File: src/rtl/cmp_pkg.sv
package cmp_pkg;
  typedef enum logic {
    SCAN_RIPPLE   = 1'b0,
    SCAN_DOUBLING = 1'b1
  } scan_e;

  function automatic int unsigned scan_levels(input int unsigned width);
    return (width <= 1) ? 1 : $clog2(width);
  endfunction
endpackage

File: src/rtl/cmp_wins_split.sv
module cmp_wins_split #(
  parameter int unsigned WIDTH = 64
) (
  input  logic [WIDTH-1:0] a_val,
  input  logic [WIDTH-1:0] b_val,
  output logic [WIDTH-1:0] a_wins,
  output logic [WIDTH-1:0] b_wins,
  output logic             all_same
);
  always_comb begin
    a_wins   = a_val & ~b_val;
    b_wins   = ~a_val & b_val;
    all_same = ~|(a_wins | b_wins);
  end

  // a position can favour only one operand
  always_comb begin
    assert_wins_disjoint_R1: assert ((a_wins & b_wins) == '0)
      else $error("wins vectors overlap");
  end
endmodule

File: src/rtl/cmp_prefix_fill.sv
module cmp_prefix_fill
  import cmp_pkg::*;
#(
  parameter int unsigned WIDTH      = 64,
  parameter scan_e       SCAN_STYLE = SCAN_DOUBLING
) (
  input  logic [WIDTH-1:0] wins,
  output logic [WIDTH-1:0] fill
);
  localparam int unsigned LEVELS = scan_levels(WIDTH);
  localparam logic [WIDTH-1:0] TOP_BIT = {1'b1, {(WIDTH-1){1'b0}}};

  logic [WIDTH-1:0] seen_above;

  generate
    if (SCAN_STYLE == SCAN_RIPPLE) begin : g_ripple
      logic [WIDTH-1:0] chain;
      assign chain[WIDTH-1] = wins[WIDTH-1];
      for (genvar i = WIDTH - 2; i >= 0; i--) begin : g_bit
        assign chain[i] = chain[i+1] | wins[i];
      end
      assign seen_above = chain;
    end else begin : g_doubling
      logic [WIDTH-1:0] stage [0:LEVELS];
      assign stage[0] = wins;
      for (genvar l = 0; l < LEVELS; l++) begin : g_level
        for (genvar i = 0; i < WIDTH; i++) begin : g_bit
          if (i + (1 << l) < WIDTH) begin : g_merge
            assign stage[l+1][i] = stage[l][i] | stage[l][i + (1 << l)];
          end else begin : g_pass
            assign stage[l+1][i] = stage[l][i];
          end
        end
      end
      assign seen_above = stage[LEVELS];
    end
  endgenerate

  assign fill = ~seen_above;

  // the leading one and all lower bits are cleared, and the fill is a
  // solid run of ones starting at the top
  always_comb begin
    assert_fill_clears_lead_R5: assert ((fill & wins) == '0)
      else $error("fill overlaps a set wins bit");
    assert_fill_contiguous_R5: assert (((fill & ~(fill >> 1)) & ~TOP_BIT) == '0)
      else $error("fill has a gap");
  end
endmodule

File: src/rtl/cmp_cross_reduce.sv
module cmp_cross_reduce #(
  parameter int unsigned WIDTH = 64
) (
  input  logic [WIDTH-1:0] a_fill,
  input  logic [WIDTH-1:0] b_fill,
  input  logic             all_same,
  output logic             a_greater,
  output logic             b_greater
);
  logic [WIDTH-1:0] a_cross;
  logic [WIDTH-1:0] b_cross;

  always_comb begin
    a_cross   = ~a_fill & b_fill;
    b_cross   = a_fill & ~b_fill;
    a_greater = (|a_cross) & ~all_same;
    b_greater = (|b_cross) & ~all_same;
  end

  // the two crossed vectors never both carry a one
  always_comb begin
    assert_cross_exclusive_R4: assert (!((|a_cross) && (|b_cross)))
      else $error("both crossings nonzero");
  end
endmodule

File: src/rtl/prefix_fill_comparator.sv
module prefix_fill_comparator
  import cmp_pkg::*;
#(
  parameter int unsigned WIDTH      = 64,
  parameter scan_e       SCAN_STYLE = SCAN_DOUBLING
) (
  input  logic [WIDTH-1:0] a_in,
  input  logic [WIDTH-1:0] b_in,
  output logic             gt,
  output logic             lt,
  output logic             eq
);
  logic [WIDTH-1:0] a_wins;
  logic [WIDTH-1:0] b_wins;
  logic [WIDTH-1:0] a_fill;
  logic [WIDTH-1:0] b_fill;
  logic             all_same;
  logic             a_greater;
  logic             b_greater;

  cmp_wins_split #(.WIDTH(WIDTH)) u_split (
    .a_val   (a_in),
    .b_val   (b_in),
    .a_wins  (a_wins),
    .b_wins  (b_wins),
    .all_same(all_same)
  );

  cmp_prefix_fill #(.WIDTH(WIDTH), .SCAN_STYLE(SCAN_STYLE)) u_fill_a (
    .wins(a_wins),
    .fill(a_fill)
  );

  cmp_prefix_fill #(.WIDTH(WIDTH), .SCAN_STYLE(SCAN_STYLE)) u_fill_b (
    .wins(b_wins),
    .fill(b_fill)
  );

  cmp_cross_reduce #(.WIDTH(WIDTH)) u_cross (
    .a_fill   (a_fill),
    .b_fill   (b_fill),
    .all_same (all_same),
    .a_greater(a_greater),
    .b_greater(b_greater)
  );

  assign gt = a_greater;
  assign lt = b_greater;
  assign eq = all_same;

  always_comb begin
    assert_one_flag_R4: assert ($countones({gt, lt, eq}) == 1)
      else $error("flags not one-hot");
    assert_eq_matches_R3: assert (eq == (a_in == b_in))
      else $error("equal flag wrong");
    assert_gt_matches_R1: assert (gt == (a_in > b_in))
      else $error("greater flag wrong");
    assert_lt_matches_R2: assert (lt == (a_in < b_in))
      else $error("smaller flag wrong");
  end
endmodule

File: config.mk
export PLATFORM = sky130hd
export DESIGN_NAME = prefix_fill_comparator
export DESIGN_NICKNAME = d
export VERILOG_FILES = /design/src/rtl/cmp_pkg.sv /design/src/rtl/cmp_wins_split.sv /design/src/rtl/cmp_prefix_fill.sv /design/src/rtl/cmp_cross_reduce.sv /design/src/rtl/prefix_fill_comparator.sv
export SDC_FILE = /design/constraint.sdc
export NUM_CORES = 1
export LEC_CHECK = 0
export BUFFER_PORTS_ARGS = -buffer_cell sky130_fd_sc_hd__buf_2
export CAP_MARGIN = 20
export CORE_ASPECT_RATIO = 0.9
export CORE_MARGIN = 3
export CORE_UTILIZATION = 49
export DETAILED_ROUTE_END_ITERATION = 7
export PLACE_DENSITY_LB_ADDON = 0.15
export SYNTH_ARGS = -nofsm -noshare
export SYNTH_HDL_FRONTEND = slang
export SYNTH_SLANG_ARGS = --single-unit
File: constraint.sdc
create_clock -name vclk -period 4.8
set_input_delay 0.48 -clock vclk [all_inputs]
set_output_delay 0.48 -clock vclk [all_outputs]
set_load 0.01 [all_outputs]
==> Implementation_results.wiki, run 1 <==
{| class="wikitable"
! Metric !! Value
|-
| DP Area || 0.00541 mm²
|-
| Power per unit of standard cell area || approximately 77 mW/mm²
|-
| Starting utilization of the core area || 51.9%
|-
| RSZ-0062 raised after global routing || false
|-
| DR WL/cell || approximately 20 µm
|-
| Count of final setup violators || 0
|-
| Total congestion overflow after global routing || 0
|-
| Final net count || 1,048
|-
| Leading cell type in the layout, fill and taps excluded || sky130_fd_sc_hd__inv_1
|-
| Type of the worst setup path || primary input to output port
|-
| Final antenna-violating net count || 0
|-
| Syn_nets || 910
|-
| Num rows || 32
|-
| Detailed Place HPWL || 16.0 mm
|-
| Routed via count divided by cell count || slightly above 6
|-
| Fill cells || 873
|-
| Largest net degree at the start of global routing || 11
|-
| Vias in the first global route || 5,325
|-
| Minimum clock period after layout || 4.37 ns
|-
| Non-Filler Instances || between 900 and 1,000
|-
| Area growth syn-to-layout || 18.5%
|-
| Worst min-delay path class || primary input to output port
|-
| Layout Cell Area excl Fill || about 0.0054 mm²
|-
| First-pass iteration count of the detailed router || 6
|-
| Number of I/O pins || 131
|-
| Proportion of synthesized chip area in sequential cells || 0%
|-
| Number of I/O port buffers || between 100 and 150
|-
| Relative max-transition margin || between 30% and 40%
|-
| Most used cell, CP || sky130_fd_sc_hd__buf_2
|-
| Number of endpoints with negative hold slack in the final report || 0
|-
| Largest family of logic cells by synthesized area || simple AND/OR/NAND/NOR gates
|-
| Floorplan die area || 0.0105 mm²
|-
| Vertical extent of the die || around 98 µm
|-
| Max-Cap Viols || 0
|-
| Total instance count after detailed placement || approximately 910
|-
| Synth Area in Simple Gates || between 30 and 40%
|-
| Post-synthesis adder-cell area fraction || 35.1%
|-
| Result of the run || completed
|-
| Max incr delay on CP || 0.60 ns
|-
| Horizontal die dimension || between 100 and 150 µm
|-
| Resized cells post-CTS || 0
|-
| Critical path arrival || 3.89 ns
|-
| Most used cells in the layout excluding fill and tap cells || 135 x sky130_fd_sc_hd__inv_1, 131 x sky130_fd_sc_hd__buf_2, 128 x sky130_fd_sc_hd__ha_1
|-
| Setup TNS Final || 0 ns
|-
| Top achievable clock speed || 229 MHz
|-
| Share of final-layout standard cells stronger than drive strength 1 || 21.1%
|-
| DRC violations left || 0
|-
| Final number of max-transition violations || 0
|-
| Number of flip-flops and latches || 0
|-
| Core outline area || 0.00881 mm²
|-
| Number of cells produced by synthesis || 654
|-
| Placer's final routability congestion estimate || 1.02
|-
| Setup crit start kind || primary input
|-
| Initial antenna violation count || 0
|-
| Maximum fanout along the worst path || 7
|-
| Slew at the pin with the worst max-slew slack || between 0.9 and 1 ns
|-
| Number of cells on the worst hold path || 6
|-
| Leakage power figure || 0.00288 µW
|-
| Period Utilization, post-route || 91.1%
|-
| Starting DRC count in detailed routing || ~530
|-
| Crit. End Element || output port
|-
| Post-synthesis cell type count || 72
|-
| Aggregate global-route resource usage || 32.8%
|-
| Clock buffers || 0
|-
| Slowest cell on crit path || sky130_fd_sc_hd__or4_4
|-
| Data required, critical path || 4.32 ns
|-
| Hold buffer count at CTS || 0
|-
| Cell Area, Synth || 0.00457 mm²
|-
| Number of antenna diodes || 0
|-
| Total vias in the final route || around 5,700
|-
| WL final || 18.0 mm
|-
| Cell-by-cell listing of the critical path || buf_2 > inv_1 > ha_1 > or4_4 > nor4_4 > nand4_1 > o41ai_1 > o21ai_1 > or4_1 > nor3_1 > a31oi_1 > buf_2
|-
| Syn_area_per_cell || 6.98 µm²
|-
| Number of warning messages in the yosys log || 0
|-
| Global-route wire length before repair || roughly 28 mm
|-
| Combined flip-flop and latch cell area || 0 µm²
|-
| Pwr Total || 416 µW
|-
| Synth Area in Compound Gates || around 14%
|-
| Mux contribution to synthesized area || 0%
|-
| Count of buffers added by post-CTS timing repair for setup || 0
|-
| Post-Synth XOR/XNOR Area || 0%
|-
| Max IR drop VDD || 0.0510 mV
|-
| Final-layout worst hold slack || 1.73 ns
|}
critical path: cells and delay by family:
family | cells | cell delay, ns
and+or+nand+nor | 5 | 2.24
adders and majority gates | 1 | 0.24
buffers and inverters | 3 | 0.29
AOI/OAI and AO/OA | 3 | 0.65
final cells by class:
type               count  area [µm²]  area share [%]
inverters            135         507            9.36
multi-input cells    513        4020            74.3
well taps            119         149            2.75
repair buffers       142         738            13.6
cell families (layout without fill, tap and decap cells):
logic type	count (synthesis)	count (layout)
fa+ha+maj	128	128
compound gates	90	90
buf+inv	141	277
simple gates	295	295
per-layer routing:
| layer | GRT usage [%] | share of wire, % | vias to the layer above |
|---|---|---|---|
| li1 | - | - | 2675 |
| met1 | 47.6 | 43 | 2608 |
| met2 | 50.1 | 42 | 355 |
| met3 | 6.71 | 12 | 22 |
| met4 | 6.12 | 2.4 | 0 |
| met5 | 0 | 0 | - |
stage by stage:
step	utilization (%)	setup WS, ns
final	61.5	0.426
after global placement	61.5	0.613
after detailed placement	61.5	0.514
after floorplan	-	1.33
after CTS	61.5	0.521
after global routing	61.5	0.319
power breakdown:
part	leakage, µW	internal, µW	switching [µW]
logic	0.00288	168	249
clock network	0	0	0
registers	0	0	0
total	0.00288	168	249
synthesized netlist by cell type (4+ instances only):
master                     number  area, µm²
sky130_fd_sc_hd__inv_1        135        507
sky130_fd_sc_hd__ha_1         128       1600
sky130_fd_sc_hd__nor2_1        57        214
sky130_fd_sc_hd__nor4_1        48        300
sky130_fd_sc_hd__nand4_1       35        219
sky130_fd_sc_hd__nor3_1        33        165
sky130_fd_sc_hd__nand2_1       22       82.6
sky130_fd_sc_hd__or3_1         19        119
sky130_fd_sc_hd__or4_1         16        120
sky130_fd_sc_hd__nand3_1       14       70.1
sky130_fd_sc_hd__a21oi_1       12       60.1
sky130_fd_sc_hd__o21ai_0       11       55.1
sky130_fd_sc_hd__o31ai_1        7       52.6
sky130_fd_sc_hd__a211oi_1       6       45.0
sky130_fd_sc_hd__nand2b_1       6       37.5
sky130_fd_sc_hd__a31oi_1        5       31.3
sky130_fd_sc_hd__and3_1         4       25.0
sky130_fd_sc_hd__and4_1         4       35.0
sky130_fd_sc_hd__nor2b_1        4       25.0
sky130_fd_sc_hd__o211ai_1       4       30.0
sky130_fd_sc_hd__o311ai_0       4       35.0
sky130_fd_sc_hd__o41ai_1        4       35.0
final timing paths:
path / to / slack [ns] / startpoint
max: lt / 0.43 / a_in[61]
min: eq / 1.73 / b_in[19]
Note: power is estimated with default switching activity, not from simulation.
==> inputs of run 2 (changes only) <==
--- a/config.mk
+++ b/config.mk
@@ -7,11 +7,12 @@
 export LEC_CHECK = 0
 export BUFFER_PORTS_ARGS = -buffer_cell sky130_fd_sc_hd__buf_2
 export CAP_MARGIN = 20
-export CORE_ASPECT_RATIO = 0.9
+export CORE_ASPECT_RATIO = 0.6
 export CORE_MARGIN = 3
-export CORE_UTILIZATION = 49
+export CORE_UTILIZATION = 50
 export DETAILED_ROUTE_END_ITERATION = 7
 export PLACE_DENSITY_LB_ADDON = 0.15
+export SETUP_SLACK_MARGIN = 0.5
 export SYNTH_ARGS = -nofsm -noshare
 export SYNTH_HDL_FRONTEND = slang
 export SYNTH_SLANG_ARGS = --single-unit
==> Implementation_results.wiki, run 2 (synthesized netlist as in run 1, its figures left out) <==
{| class="wikitable"
! Metric !! Value
|-
| Cell-by-cell listing of the critical path || buf_2 > ha_1 > nor3_1 > nand4b_1 > nor4_1 > nand4_1 > o2bb2ai_1 > nand4bb_1 > nor4_1 > a21oi_1 > buf_2 (was buf_2 > inv_1 > ha_1 > or4_4 > nor4_4 > nand4_1 > o41ai_1 > o21ai_1 > or4_1 > nor3_1 > a31oi_1 > buf_2)
|-
| Number of endpoints with negative hold slack in the final report || 0 (unchanged)
|-
| Placer's final routability congestion estimate || 1.04 (was 1.02)
|-
| Most used cells in the layout excluding fill and tap cells || 135 x sky130_fd_sc_hd__inv_1, 131 x sky130_fd_sc_hd__buf_2, 128 x sky130_fd_sc_hd__ha_1 (unchanged)
|-
| Count of buffers added by post-CTS timing repair for setup || 0 (unchanged)
|-
| Setup crit start kind || primary input (unchanged)
|-
| Number of I/O pins || 131 (unchanged)
|-
| Floorplan die area || 0.0104 mm² (was 0.0105 mm²)
|-
| Initial antenna violation count || 1 (was 0)
|-
| Max-Cap Viols || 0 (unchanged)
|-
| WL final || 19.5 mm (was 18.0 mm)
|-
| Crit. End Element || output port (unchanged)
|-
| Setup TNS Final || 0 ns (unchanged)
|-
| Layout Cell Area excl Fill || 0.00548 mm² (was 0.00541 mm²)
|-
| Horizontal die dimension || 129 µm (was 108 µm)
|-
| Leakage power figure || 0.00292 µW (was 0.00288 µW)
|-
| Type of the worst setup path || primary input to output port (unchanged)
|-
| Final net count || 1,054 (was 1,048)
|-
| Final number of max-transition violations || 0 (unchanged)
|-
| Fill cells || 782 (was 873)
|-
| Number of antenna diodes || 0 (unchanged)
|-
| Final antenna-violating net count || 0 (unchanged)
|-
| Combined flip-flop and latch cell area || 0 µm² (unchanged)
|-
| Relative max-transition margin || 35.5% (was 34.6%)
|-
| Area growth syn-to-layout || 19.9% (was 18.5%)
|-
| Max IR drop VDD || 0.0532 mV (was 0.0510 mV)
|-
| Resized cells post-CTS || 0 (unchanged)
|-
| RSZ-0062 raised after global routing || true (was false)
|-
| Count of final setup violators || 0 (unchanged)
|-
| Core outline area || 0.00869 mm² (was 0.00881 mm²)
|-
| First-pass iteration count of the detailed router || 5 (was 6)
|-
| Place WS || 0.556 ns (was 0.514 ns)
|-
| Non-Filler Instances || 908 (was 909)
|-
| Max incr delay on CP || 0.87 ns (was 0.60 ns)
|-
| Global routing usage on met2 || 49.1% (was 50.1%)
|-
| Data required, critical path || 4.32 ns (about the same)
|-
| Share of final-layout standard cells stronger than drive strength 1 || 21.9% (was 21.1%)
|-
| Post-layout worst setup margin || 0.611 ns (was 0.426 ns)
|-
| Pwr Total || 436 µW (was 416 µW)
|-
| Vias in the first global route || 5,481 (was 5,325)
|-
| CP Buf/Inv Count || 2 (was 3)
|-
| Aggregate global-route resource usage || 36.5% (was 32.8%)
|-
| Total congestion overflow after global routing || 0 (unchanged)
|-
| Leading cell type in the layout, fill and taps excluded || sky130_fd_sc_hd__inv_1 (unchanged)
|-
| Total vias in the final route || 5,875 (was 5,660)
|-
| Detailed Place HPWL || 17.4 mm (was 16.0 mm)
|-
| Power per unit of standard cell area || 79.7 mW/mm² (was 76.9 mW/mm²)
|-
| DP Area || 0.00545 mm² (was 0.00541 mm²)
|-
| Met3 Track Usage GR || 17.4% (was 6.71%)
|-
| Starting utilization of the core area || 52.6% (was 51.9%)
|-
| Slew at the pin with the worst max-slew slack || 0.959 ns (was 0.956 ns)
|-
| Total instance count after detailed placement || 908 (was 909)
|-
| Number of flip-flops and latches || 0 (unchanged)
|-
| Result of the run || completed (unchanged)
|-
| Num rows || 26 (was 32)
|-
| Top achievable clock speed || 239 MHz (was 229 MHz)
|-
| Critical path arrival || 3.71 ns (was 3.89 ns)
|-
| Global-route wire length before repair || 29.4 mm (was 27.7 mm)
|-
| Vertical extent of the die || 80.0 µm (was 97.6 µm)
|-
| Slowest cell on crit path || sky130_fd_sc_hd__nor4_1 (was sky130_fd_sc_hd__or4_4)
|-
| Starting DRC count in detailed routing || 669 (was 529)
|-
| Minimum clock period after layout || 4.19 ns (was 4.37 ns)
|-
| Gate family responsible for the most delay along the worst path || simple AND/OR/NAND/NOR gates (unchanged)
|-
| M1 GR Usage || 51.3% (was 47.6%)
|-
| Routed via count divided by cell count || 6.47 (was 6.23)
|-
| DRC violations left || 0 (unchanged)
|-
| Maximum fanout along the worst path || 4 (was 7)
|-
| Period Utilization, post-route || 87.3% (was 91.1%)
|-
| Largest net degree at the start of global routing || 13 (was 11)
|-
| DR WL/cell || 21.5 µm (was 19.8 µm)
|-
| Layer with the highest usage after global routing || met1 (was met2)
|-
| Number of I/O port buffers || 131 (unchanged)
|-
| Clock buffers || 0 (unchanged)
|-
| Worst min-delay path class || primary input to output port (unchanged)
|-
| Hold buffer count at CTS || 0 (unchanged)
|}
run 2: changes by cell type in the layout (fill, tap and decap cells not counted), sizes merged:
cell | previous run | this run
buf | 142 | 148
run 2: final cells by class:
cell class | instances | area, µm² | area share (%)
timing repair buffer | 148 | 783 | 14.3
inverter | 135 | 507 | 9.26
tap | 112 | 140 | 2.56
multi-input combinational | 513 | 4050 | 73.9
run 2: through the flow:
step | hold WS [ns] | utilization (%)
detailed placement | 1.74 | 62.7
floorplan | 1.43 | -
global placement | 1.72 | 62.7
finish | 1.76 | 63.0
global route | 1.78 | 63.0
CTS | 1.74 | 62.7
run 2: final timing paths:
path	startpoint	end	slack, ns	cells after the start
worst min-delay path	b_in[20]	eq	1.76	6
worst max-delay path	a_in[23]	gt	0.61	11
run 2: where the power goes:
group	total [µW]	switching, µW	internal (µW)
clock	0	0	0
combinational	436	264	172
sequential	0	0	0
total	436	264	172
run 2: metal layers:
| layer | wire, µm | share of wire, % | vias to the layer above |
|---|---|---|---|
| met1 | 8510 | 44 | 2650 |
| met3 | 3400 | 17 | 53 |
| met5 | 70 | 0.36 | - |
| met2 | 7050 | 36 | 474 |
| met4 | 494 | 2.5 | 4 |
| li1 | - | - | 2694 |
